$ cat src/rtl/strobed_reg_pkg.sv
package strobed_reg_pkg;
  localparam int ADDR_W = 8;
  localparam int DATA_W = 32;
  localparam int FRAME_W = ADDR_W + DATA_W;

  localparam logic [ADDR_W-1:0] ADR_MODE    = 8'h00;
  localparam logic [ADDR_W-1:0] ADR_MUX     = 8'h02;
  localparam logic [ADDR_W-1:0] ADR_SWITCH  = 8'h08;
  localparam logic [ADDR_W-1:0] ADR_RESET   = 8'h80;
  localparam logic [ADDR_W-1:0] ADR_VERSION = 8'hFF;

  typedef struct packed {
    logic shiftEn;   // rising edge, strobe high: take one frame bit
    logic writeCmd;  // commit edge, data-in high
    logic readCmd;   // commit edge, data-in low
    logic advance;   // falling edge, strobe high: next read bit
  } ctlStrobes_t;
endpackage

$ cat src/rtl/strobed_reg_sync.sv
module strobed_reg_sync #(
  parameter int W = 1,
  parameter logic [W-1:0] IDLE = '0
) (
  input  logic         clk,
  input  logic         rstN,
  input  logic [W-1:0] asyncIn,
  output logic [W-1:0] syncOut
);
  logic [W-1:0] stage1;

  always_ff @(posedge clk or negedge rstN) begin
    if (!rstN) begin
      stage1  <= IDLE;
      syncOut <= IDLE;
    end else begin
      stage1  <= asyncIn;
      syncOut <= stage1;
    end
  end
endmodule

$ cat src/rtl/strobed_reg_ctrl.sv
module strobed_reg_ctrl
  import strobed_reg_pkg::*;
(
  input  logic        clk,
  input  logic        rstN,
  input  logic        sckS,
  input  logic        mosiS,
  input  logic        strobeNS,
  output ctlStrobes_t ctl
);
  logic sckPrev;
  logic sckRise;
  logic sckFall;

  always_ff @(posedge clk or negedge rstN) begin
    if (!rstN) sckPrev <= 1'b0;
    else       sckPrev <= sckS;
  end

  assign sckRise = sckS & ~sckPrev;
  assign sckFall = ~sckS & sckPrev;

  always_comb begin
    ctl          = '0;
    ctl.shiftEn  = sckRise & strobeNS;
    ctl.writeCmd = sckRise & ~strobeNS & mosiS;
    ctl.readCmd  = sckRise & ~strobeNS & ~mosiS;
    ctl.advance  = sckFall & strobeNS;
  end
endmodule

$ cat src/rtl/strobed_reg_dp.sv
module strobed_reg_dp
  import strobed_reg_pkg::*;
#(
  parameter int SW_W = 8,
  parameter logic [DATA_W-1:0] VERSION = 32'h0000_0001
) (
  input  logic              clk,
  input  logic              rstN,
  input  ctlStrobes_t       ctl,
  input  logic              mosiS,
  input  logic [SW_W-1:0]   switchIn,
  output logic [DATA_W-1:0] modeReg,
  output logic [DATA_W-1:0] muxReg,
  output logic [DATA_W-1:0] outWord,
  output logic              resetReq
);
  logic [FRAME_W-1:0] frame;
  logic [ADDR_W-1:0]  addr;
  logic [DATA_W-1:0]  wrData;
  logic [DATA_W-1:0]  rstReg;
  logic [DATA_W-1:0]  rdValue;

  assign addr   = frame[ADDR_W-1:0];
  assign wrData = frame[FRAME_W-1:ADDR_W];

  always_ff @(posedge clk or negedge rstN) begin
    if (!rstN)           frame <= '0;
    else if (ctl.shiftEn) frame <= {frame[FRAME_W-2:0], mosiS};
  end

  always_comb begin
    case (addr)
      ADR_MODE:    rdValue = modeReg;
      ADR_MUX:     rdValue = muxReg;
      ADR_SWITCH:  rdValue = DATA_W'(switchIn);
      ADR_RESET:   rdValue = rstReg;
      ADR_VERSION: rdValue = VERSION;
      default:     rdValue = '0;
    endcase
  end

  always_ff @(posedge clk or negedge rstN) begin
    if (!rstN) begin
      modeReg  <= '0;
      muxReg   <= '0;
      rstReg   <= '0;
      resetReq <= 1'b0;
    end else begin
      resetReq <= 1'b0;
      if (ctl.writeCmd) begin
        case (addr)
          ADR_MODE:  modeReg <= wrData;
          ADR_MUX:   muxReg  <= wrData;
          ADR_RESET: begin
            rstReg   <= wrData;
            resetReq <= (wrData == DATA_W'(1));
          end
          default: ;
        endcase
      end
    end
  end

  always_ff @(posedge clk or negedge rstN) begin
    if (!rstN)            outWord <= '0;
    else if (ctl.readCmd) outWord <= rdValue;
    else if (ctl.advance) outWord <= {outWord[DATA_W-2:0], 1'b0};
  end
endmodule

$ cat src/rtl/strobed_reg_port.sv
module strobed_reg_port
  import strobed_reg_pkg::*;
#(
  parameter int SW_W = 8,
  parameter logic [31:0] VERSION = 32'h0000_0001
) (
  input  logic            clk,
  input  logic            rstN,
  input  logic            sckIn,
  input  logic            mosiIn,
  input  logic            strobeNIn,
  input  logic [SW_W-1:0] switchIn,
  output logic            misoOut,
  output logic [31:0]     modeOut,
  output logic [31:0]     muxOut,
  output logic            resetReq
);
  logic [2:0]        syncVec;
  ctlStrobes_t       ctl;
  logic [DATA_W-1:0] outWord;

  strobed_reg_sync #(.W(3), .IDLE(3'b100)) uSync (
    .clk(clk), .rstN(rstN),
    .asyncIn({strobeNIn, mosiIn, sckIn}),
    .syncOut(syncVec)
  );

  strobed_reg_ctrl uCtrl (
    .clk(clk), .rstN(rstN),
    .sckS(syncVec[0]), .mosiS(syncVec[1]), .strobeNS(syncVec[2]),
    .ctl(ctl)
  );

  strobed_reg_dp #(.SW_W(SW_W), .VERSION(VERSION)) uDp (
    .clk(clk), .rstN(rstN), .ctl(ctl), .mosiS(syncVec[1]),
    .switchIn(switchIn), .modeReg(modeOut), .muxReg(muxOut),
    .outWord(outWord), .resetReq(resetReq)
  );

  assign misoOut = outWord[DATA_W-1];
endmodule

$ cat config.mk
export PLATFORM = sky130hd
export DESIGN_NAME = strobed_reg_port
export DESIGN_NICKNAME = d
export VERILOG_FILES = /design/src/rtl/strobed_reg_pkg.sv /design/src/rtl/strobed_reg_sync.sv /design/src/rtl/strobed_reg_ctrl.sv /design/src/rtl/strobed_reg_dp.sv /design/src/rtl/strobed_reg_port.sv
export SDC_FILE = /design/constraint.sdc
export NUM_CORES = 1
export LEC_CHECK = 0
export ABC_AREA = 1
export CORE_ASPECT_RATIO = 1.4
export CORE_UTILIZATION = 40
export CTS_CLUSTER_DIAMETER = 40
export DETAILED_ROUTE_END_ITERATION = 8
export DONT_BUFFER_PORTS = 1
export MAX_ROUTING_LAYER = met4
export PLACE_DENSITY = 0.59
export SLEW_MARGIN = 20
export SYNTH_ARGS = -nofsm -noshare
export SYNTH_HDL_FRONTEND = slang
export SYNTH_SLANG_ARGS = --single-unit
export TNS_END_PERCENT = 30
$ cat constraint.sdc
create_clock -name clk -period 1.63 [get_ports clk]
set_input_delay 0.0815 -clock clk [delete_from_list [all_inputs] [get_ports clk]]
set_output_delay 0.0815 -clock clk [all_outputs]
set_load 0.1 [all_outputs]
==> impl_metrics.csv <==
group,metric,value,unit
synthesis,synth_top_area_share,0.562,
sta,period_minus_slack,1580,ps
synthesis,ys_seq_elements,176,
place,post_dp_cell_area,8830,um^2
min_path,min_path_type,"input pin to asynchronous set/reset pin",
synthesis,syn_area,7740,um^2
status,status,"finished with violations",
layout,layout-drive-gt1-share,0.210,
layout,area_growth,26.2,%
grt,grt_start_max_net_pins,177,
synthesis,syn_inst,913,
synthesis,synth-seq-area-share,0.569,
clock_tree,clk_pin_slew,60,ps
route,drt-total-wl,20400,um
clock_tree,cts_hold_buf,6,
synthesis,synth_common_cells,"372 x nand2_1, 174 x dfrtp_1, 77 x nand3_1, 69 x o21ai_0, 63 x o21ai_1",
clock_tree,cts_tree,"done",
setup_path,cp.arrival,1910,ps
sta,slew_headroom,0.710,
power_and_ir_drop,p_int,7.98,mW
floorplanning,coreArea,18800,um^2
synthesis,synth_flop_cell,"dfrtp_1",
synthesis,synth-compound-area-share,0.105,
setup_path,slowest_delay,440,ps
power_and_ir_drop,p_seq_frac,0.434,
route,drt_iter0_drc,515,
power_and_ir_drop,comb_power_share,0.182,
layout,multi_input_area,3000,um^2
power_and_ir_drop,cellLeakagePower,4.79,nW
sta,fin_ws,45.5,ps
place,io_buffers,0,
layout,fin_nets,1023,
synthesis,synthXorXnorAreaFrac,0,
route,ant_nets,0,
grt,grt_pass1_vias,6410,
floorplanning,initial_utilization,0.413,
place,place.gp.congestion,0.814,
route,dr_total_vias,6365,
synthesis,syn_avg_cell_area,8.48,um^2
place,dp.cells,1221,
setup_path,path_cells,"nor4_2, buf_4, nand4_1, nor3b_2",
synthesis,synthSimpleGateAreaFrac,0.266,
place,preCtsSetupSlack,-33.9,ps
power_and_ir_drop,irDropWorstVdd,0.000677,V
sta,finalSetupViolations,0,
layout,n_antenna_cell,0,
run,maxCapViolations,0,
floorplanning,fp.dieH,167,um
floorplanning,pin_count,79,
layout,regArea,4410,um^2
synthesis,synth_cell_type_count,26,
grt,grt_pass1_wl,33200,um
power_and_ir_drop,power_switching,3.03,mW
grt,grt_usage,0.220,
route,dr.pass1.iters,5,
clock_tree,cts_buffers,17,
power_and_ir_drop,p_sw_frac,0.275,
status,failed_checks,"hold timing",
synthesis,yosys-top-cells-area,"dfrtp_1 56%, nand2_1 18%, nand3_1 5.0%, o21ai_0 4.5%, o21ai_1 4.1%",
synthesis,synth_edf_count,0,
clock_tree,cts_root_buf,"clkbuf_16",
setup_path,crit_path_end_kind,"flip-flop",
clock_tree,clockBufferDepth,2,
sta,setup_tns,0,ps
floorplanning,die_x,120,um
synthesis,synth.area.mux_share,0,
route,viasPerCell,5.03,
sta,hold_ws,-650,ps
sta,worst-slew-pin-transition,435,ps
route,drc,0,
place,dp_hpwl,13300,um
layout,fillers,1758,
synthesis,synth_top_family_by_area,"simple AND/OR/NAND/NOR gates",
synthesis,synth_adder_area_share,0,
power_and_ir_drop,power_frac_clock,0.384,
floorplanning,die_area,19900,um^2
synthesis,synthArstFlopShare,1.00,
clock_tree,clock_latency,430,ps
clock_tree,cts_sinks,176,
synthesis,yosysWarnings,0,
power_and_ir_drop,powerDensity,1130,nW/um^2
synthesis,yosys.area.top_type,"dfrtp_1",
layout,final_area,9770,um^2
route,post_drt_wl_per_cell,16.1,um
sta,finClkSkew,8.34,ps
grt,antenna_found_initial,0,
setup_path,cp_max_fo,3,
sta,finalHoldViolations,176,
setup_path,crit_type,"flip-flop to flip-flop",
sta,fmaxAchievable,631,MHz
grt,gr-total-overflow,0,
synthesis,syn_nets,926,
clock_tree,h-tree-depth,4,
setup_path,path_delay_family,"simple AND/OR/NAND/NOR gates",
sta,maxSlewViolCount,0,
synthesis,post-synth-top-count-cell,"nand2_1",
sta,rsz0062_at_grt,"yes",
sta,fin_crit_sh,0.972,
setup_path,critPathLaunchType,"flip-flop",
setup_path,cp_num_buf_inv,1,
setup_path,cp.required,1960,ps
floorplanning,num_rows,59,
layout,final_cells,1266,
setup_path,critPathSlowestCell,"nor4_2",
kinds of logic after synthesis:
group           count (synthesis)
flops                         176
buf+inv                        96
simple gates                  489
compound gates                152
power groups by stage:
stage / sequential (mW) / combinational (mW) / clock [mW]
global route: 4.80 / 2.16 / 4.45
global placement: 4.83 / 1.70 / 0
CTS: 4.76 / 1.75 / 4.29
finish: 4.78 / 2.00 / 4.22
detailed placement: 4.84 / 1.73 / 0
floorplan: 4.87 / 0.964 / 0
per-layer routing:
metal / global-route usage / up-vias / wire length (um)
met5: - / - / 0
met4: 0.0826 / 0 / 538
met3: 0.0329 / 32 / 583
met2: 0.377 / 131 / 10500
met1: 0.261 / 3066 / 8720
li1: - / 3136 / -
stage by stage:
stage,hold slack (ps),power [mW],utilization
2_1_floorplan,-214,5.83,-
3_3_place_gp,-209,6.54,0.471
3_5_place_dp,-210,6.56,0.471
4_1_cts,-671,10.8,0.507
5_1_grt,-676,11.4,0.521
6_report,-650,11.0,0.521
final cells by class:
cell class,instances,share of cell area
multi-input cells,641,0.307
inverters,47,0.0181
well taps,244,0.0312
flip-flops and latches,176,0.451
clock buffers,23,0.0489
repair buffers,127,0.131
clock inverters,8,0.0132
worst paths after layout:
| path | slack, ps | end | depth (start not counted) | startpoint |
|---|---|---|---|---|
| max | 50 | uDp.resetReq | 4 | uDp.frame[9] |
| min | -650 | uDp.modeReg[6] | 0 | rstN |
| max reg2reg | 50 | uDp.resetReq | 4 | uDp.frame[9] |
| min reg2reg | 360 | uSync.syncOut[1] | 0 | uSync.stage1[1] |
| max in group asynchronous | 1890 | uDp.rstReg[0] | 0 | rstN |
| min in group clk | 20 | uDp.outWord[7] | 6 | switchIn[7] |
flip-flops by register name, indices dropped and copies added, names as in the netlist:
signal and cells:
uDp.muxReg 32, uDp.frame 40, uSync.stage1 3, uCtrl.sckPrev 1, uDp.outWord 32, uDp.modeReg 32
uDp.resetReq 1, uDp.rstReg 32, uSync.syncOut 3
placed cells by master, fill, tap and decap left out:
| cell | count |
|---|---|
| dlygate4sd3_1 | 6 |
| nand3_2 | 9 |
| nor3b_2 | 1 |
| buf_4 | 93 |
| inv_1 | 42 |
| clkinvlp_4 | 1 |
| o21ai_2 | 13 |
| nor2_1 | 5 |
| dfrtp_2 | 3 |
| nand2_1 | 364 |
| nor2_2 | 5 |
| buf_12 | 20 |
| nor4_1 | 3 |
| dfstp_2 | 2 |
| buf_6 | 6 |
| nor3_2 | 1 |
| nor3_4 | 2 |
| inv_6 | 1 |
| nand4_1 | 6 |
| clkbuf_16 | 19 |
| nor2_4 | 5 |
| o21ai_1 | 63 |
| a21oi_2 | 2 |
| nand2_2 | 10 |
| dfrtp_1 | 171 |
| nor3_1 | 1 |
| nand2_4 | 7 |
| clkinv_2 | 1 |
| clkinv_4 | 2 |
| bufinv_16 | 3 |
| clkbuf_8 | 3 |
| a21oi_1 | 5 |
| clkbuf_1 | 3 |
| nand3_1 | 69 |
| inv_2 | 5 |
| o21ai_0 | 69 |
| nor4_2 | 1 |
what timing repair did:
item                                   in CTS  in global routing
endpoints found under the hold margin     182                176
setup endpoints to repair                   1                 87
setup buffers                               0                  5
pin swaps                                   1                 10
gates cloned                                0                  3
gates resized for setup                     1                 41
worst register-to-register path, stage by stage, from the launching register on:
cell	delay (ps)
dfrtp_1	420
nor4_2	440
buf_4	180
nand4_1	180
nor3b_2	270
No activity file was read; power rests on OpenSTA's default activity.
